<file path="config.mk">
export PLATFORM = sky130hd
export DESIGN_NAME = tmr_irq_stat
export DESIGN_NICKNAME = d
export VERILOG_FILES = /design/src/rtl/tis_pkg.sv /design/src/rtl/tis_flag_cell.sv /design/src/rtl/tis_rdata_pack.sv /design/src/rtl/tmr_irq_stat.sv
export SDC_FILE = /design/constraint.sdc
export NUM_CORES = 1
export LEC_CHECK = 0
export BUFFER_PORTS_ARGS = -buffer_cell sky130_fd_sc_hd__buf_2
export CORE_AREA = 5 5 42 44
export DETAILED_ROUTE_END_ITERATION = 10
export DIE_AREA = 0 0 47 49
export HOLD_SLACK_MARGIN = 0.1
export PLACE_DENSITY = 0.48
export SLEW_MARGIN = 20
export SYNTH_ARGS = -nofsm -noshare
export SYNTH_HDL_FRONTEND = slang
export SYNTH_SLANG_ARGS = --single-unit
</file>
<file path="constraint.sdc">
create_clock -name clk -period 1.1 [get_ports clk]
set_input_delay 0.055 -clock clk [delete_from_list [all_inputs] [get_ports clk]]
set_output_delay 0.055 -clock clk [all_outputs]
set_load 0.01 [all_outputs]
</file>
<file path="src/rtl/tis_pkg.sv">
package tis_pkg;
  localparam int unsigned TIS_DATA_W = 8;
  localparam int unsigned TIS_N_SRC  = 2;
  localparam int unsigned TIS_RSVD_W = TIS_DATA_W - TIS_N_SRC;

  typedef logic [TIS_N_SRC-1:0] tis_src_vec_t;
endpackage

</file>
<file path="src/rtl/tis_flag_cell.sv">
// One sticky flag with its read-then-clear arming bit.
module tis_flag_cell (
  input  logic clk,
  input  logic rst,
  input  logic rd_hit,
  input  logic wr_hit,
  input  logic wr_bit,
  input  logic set_pulse,
  output logic flag_q
);
  logic armed_q;
  logic clr_ok;

  assign clr_ok = wr_hit && armed_q && !wr_bit;

  always_ff @(posedge clk) begin
    if (rst) begin
      flag_q  <= 1'b0;
      armed_q <= 1'b0;
    end else begin
      // an underflow wins over a clear in the same cycle
      if (set_pulse)   flag_q <= 1'b1;
      else if (clr_ok) flag_q <= 1'b0;
      // any write disarms; only a read that sees 1 arms
      if (wr_hit)                armed_q <= 1'b0;
      else if (rd_hit && flag_q) armed_q <= 1'b1;
    end
  end
endmodule

</file>
<file path="src/rtl/tis_rdata_pack.sv">
// Forms the read word: flags on top, constant ones below.
module tis_rdata_pack #(
  parameter int unsigned N_SRC  = 2,
  parameter int unsigned DATA_W = 8
) (
  input  logic [N_SRC-1:0]  flags,
  output logic [DATA_W-1:0] word
);
  localparam int unsigned RSVD_W = DATA_W - N_SRC;
  assign word = {flags, {RSVD_W{1'b1}}};
endmodule

</file>
<file path="src/rtl/tmr_irq_stat.sv">
module tmr_irq_stat
  import tis_pkg::*;
#(
  parameter int unsigned DATA_W = TIS_DATA_W,
  parameter int unsigned N_SRC  = TIS_N_SRC
) (
  input  logic              clk,
  input  logic              rst,
  input  logic              bus_sel,
  input  logic              bus_rd,
  input  logic              bus_wr,
  input  logic [DATA_W-1:0] bus_wdata,
  input  logic              tmr1_uf,
  input  logic              tmr2_uf,
  output logic [DATA_W-1:0] bus_rdata,
  output logic              tmr1_irq,
  output logic              tmr2_irq
);
  localparam int unsigned FLAG_LSB = DATA_W - N_SRC;

  logic             rd_hit;
  logic             wr_hit;
  logic [N_SRC-1:0] uf_vec;
  logic [N_SRC-1:0] flag_vec;

  assign rd_hit = bus_sel && bus_rd;
  assign wr_hit = bus_sel && bus_wr;
  assign uf_vec = {tmr2_uf, tmr1_uf};

  for (genvar i = 0; i < N_SRC; i++) begin : g_src
    tis_flag_cell u_cell (
      .clk       (clk),
      .rst       (rst),
      .rd_hit    (rd_hit),
      .wr_hit    (wr_hit),
      .wr_bit    (bus_wdata[FLAG_LSB+i]),
      .set_pulse (uf_vec[i]),
      .flag_q    (flag_vec[i])
    );
  end

  tis_rdata_pack #(.N_SRC(N_SRC), .DATA_W(DATA_W)) u_pack (
    .flags (flag_vec),
    .word  (bus_rdata)
  );

  assign tmr1_irq = flag_vec[0];
  assign tmr2_irq = flag_vec[N_SRC-1];
endmodule

</file>
Yosys cells after proc, flatten, opt, wreduce, memory -nomap -nowiden
Index checks and enable logic that the tools add are counted.

operators by class
  reductions and logical operators = 13
  mux-type cells = 4

operators with widths
  operator           number
  $logic_and 1x1->1  8
  $mux 1             4
  $reduce_bool 2->1  2
  $logic_not 1->1    2
  $reduce_or 2->1    1

word-level totals
  register bits = 4
  input bits = 15
  output and inout port bits = 10

Depth between registers and ports, before layout
  depth after elaboration = 5
  depth in mapped cells = 2
  mapped depth without buffers = 2

Cells and area by module
Synthesis repeated with hierarchy kept, for this count alone.

unflattened totals
  cells, all modules = 25
  area, all modules = 229.0 µm²

modules (own cells, without submodules)
  module          instances  cells each  seq. area each (µm²)  area each (µm²)
  tis_flag_cell   2          7           40.0                  76.3
  tis_rdata_pack  1          9           0.0                   63.8
  tmr_irq_stat    1          2           0.0                   12.5

Least setup slack after synthesis
OpenSTA, ideal clock, no wires.

  kind = reg-to-reg
  from = reg g_src[0].u_cell.flag_q
  to = reg g_src[0].u_cell.armed_q
  cell stages (with the launch flop) = 3
  arrival time = 660 ps
  period minus slack after synthesis = 745 ps
  path slack = 355 ps
  cells stage by stage = dfxtp_1 -> a31oi_1 -> a211oi_1

on the way
  cells in the longest elaborated chain, start to end = 1

ends and longest elaborated chain
  element                 RTL line             RTL
  from (decl)             tis_flag_cell.sv:9   output logic flag_q
  from (signal assigned)  tis_flag_cell.sv:18  flag_q <= 1'b0;
  from (signal assigned)  tis_flag_cell.sv:22  if (set_pulse) flag_q <= 1'b1;
  from (signal assigned)  tis_flag_cell.sv:23  else if (clr_ok) flag_q <= 1'b0;
  $logic_and 1x1->1       tis_flag_cell.sv:26  else if (rd_hit && flag_q) armed_q <= 1'b1;
  to (signal assigned)    tis_flag_cell.sv:19  armed_q <= 1'b0;
  to (signal assigned)    tis_flag_cell.sv:25  if (wr_hit) armed_q <= 1'b0;
  to (signal assigned)    tis_flag_cell.sv:26
  to (decl)               tis_flag_cell.sv:11  logic armed_q;

No other way between the ends.
A chain may end at the register's enable or synchronous reset.

Worst setup path after layout
  from = in tmr1_uf
  to = reg g_src[0].u_cell.flag_q

on the way
  cells in the longest elaborated chain, start to end = 1
  elaborated cells on any way between the ends = 2
  those cells by class = 1 x mux; 1 x reduce/logical

ends and longest elaborated chain
  element                                             RTL line            RTL
  from (decl)                                         tmr_irq_stat.sv:13  input logic tmr1_uf,
  $mux 1 / $reduce_bool 2->1 (equally long branches)  -

Parallel ways exist; a longest one is shown, timed or not.

==> qor.yml <==
timing:
  slew_viol_final: 0
  fin_skew_ps: 0.0159
  period_minus_slack_ps: 969
  hold_viol_final: 0
  rsz0062_at_grt: "no"
  finalSetupViolCount: 0
  fin_crit_sh_pct: 88.1
  fin_ws_ps: 131
  setup_tns_ps: 0
  fmax_mhz: 1030
critical_path:
  max_stage_delay_ps: 530
  critPathArrivalTime_ps: 1100
  cp.required_ps: 1230
  crit_family: "buffers and inverters"
  cp_max_fo: 2
  critPathBufInv: 2
  crit_chain: "dlygate4sd3_1 > buf_2 > nand4b_1 > o221a_2"
  slowest_stage: "dlygate4sd3_1"
  end_kind: "flip-flop"
  startpoint_type: "primary input"
  path_class: "primary input to flip-flop"
clock_tree:
  cts_buffers: 3
  clk_latency_ps: 240
  clock-root-buffer: "clkbuf_4"
  cts_tree: "built"
  htreeDepth: 1
  path_clk_slew_ps: 40
  clockBufferDepth: 2
  cts_resized: 0
  cts.sinks: 4
yosys:
  avgSynthCellArea_um2: 9.78
  synthCells: 22
  syn_area_um2: 215
  synth_warnings: 0
  synth_cell_types: 8
  ys_seq_area_share_pct: 37.2
  ys_ff_latch: 4
routing:
  wl_per_cell_um: 9.32
  antenna_left: 0
  vias_per_cell: 3.88
  firstDrtPassIters: 4
  num_vias: 221
  drc_errors: 0
  drt-total-wl_um: 531
  drt_iter0_drc: 3
power:
  cellLeakagePower_nw: 0.161
  p_per_area_nw_per_um2: 1220
  peakVddDrop_mv: 0.342
layout:
  layout_commonest_cell: "buf_2"
  fillers: 167
  layout.area.seq_um2: 80.1
  fin_nets: 58
  area_delta_synth_final_pct: 61.0
  drive_above_1_share_pct: 41.5
  multiInputGateArea_um2: 90.1
  antenna_cells: 0
  layout_common_cells: "buf_2, dlygate4sd3_1, conb_1"
grt:
  grt_max_degree: 7
  grt_pass1_vias: 195
  antenna_found_initial: 0
  grt_pass1_wl_um: 786
  grt-ovfl-total: 0
  track_usage_pct: 5.50
worst_hold_path:
  hp-class: "primary input to flip-flop"
die:
  rows: 14
  die_x_um: 47
  die_area_um2: 2300
  num_io_pins: 25
  core_area_um2: 1400
  die_y_um: 49
  start_util_pct: 15.4
place:
  io_buffers: 12
  place.gp.congestion: 0.663
  hpwl_um: 421
  pre_cts_ws_ps: 358
outcome:
  status: "finished clean"
job:
  drv_cap: 0
## report_power, final
group / leakage, nW / internal [W] / switching, W
registers: 0.0330 / 0.000154 / 0.00000583
logic: 0.114 / 0.0000419 / 0.0000351
clock network: 0.0138 / 0.000122 / 0.0000653
## stage by stage
step	std cells	utilization [%]	power (W)	area, µm²	hold WS [ps]
5_1_grt	57	24.7	0.000449	347	221
4_1_cts	57	24.7	0.000430	347	190
3_3_place_gp	47	18.1	0.000219	254	254
2_1_floorplan	27	-	0.000210	234	128
6_report	57	24.7	0.000424	347	192
3_5_place_dp	47	18.1	0.000220	254	258
## timing repair
item                                   4_1_cts  5_1_grt
buffers inserted                             0        0
endpoints found under the hold margin        4        0
hold buffers                                 7        0
## Yosys cell counts, drive strengths merged
library cell  n  share of area (%)
inv           1                1.7
o221a         2                 10
a31oi         2                5.8
nand4b        2                8.1
buf           8                 28
conb          1                1.7
a211oi        2                7.0
dfxtp         4                 37
## area by class of cell
class	count	share of cell area (%)
flip-flops and latches	4	23.1
multi-input cells	14	26.0
inverters	1	1.08
clock buffers	3	6.50
repair buffers	19	37.5
well taps	16	5.78
## worst reg2reg max path, stage by stage (launching register included)
cell and delay (ps):
dfxtp_1 320, nand4b_1 90, o221a_2 230
## path summary, 6_finish.rpt
path | start | to | slack, ps | depth (start not counted)
hold / removal | bus_rd | g_src[1].u_cell.armed_q | 190 | 3
hold reg to reg | g_src[1].u_cell.armed_q | g_src[1].u_cell.armed_q | 550 | 2
setup reg to reg | g_src[0].u_cell.armed_q | g_src[0].u_cell.flag_q | 360 | 2
setup / recovery | tmr1_uf | g_src[0].u_cell.flag_q | 130 | 4
## layer usage
metal,vias up,part of all wire (%),track usage [%]
met4,0,3.8,6.91
met5,-,0,0
met1,97,34,4.41
met3,2,18,4.80
met2,16,44,6.79
li1,106,-,-
## sequential cells by signal, indices dropped and copies added (netlist names)
signal,flops
g_src.u_cell.flag_q,2
g_src.u_cell.armed_q,2
## cell families (layout without fill, tap and decap cells)
logic type	after synthesis	in the layout	share of synthesized area (%)
flip-flops	4	4	37.2
other	1	6	1.74
buffers and inverters	9	23	29.7
AO/OA/AOI/OAI	6	6	23.3
AND/OR/NAND/NOR	2	2	8.14
Power figures use the tool's default switching activity.
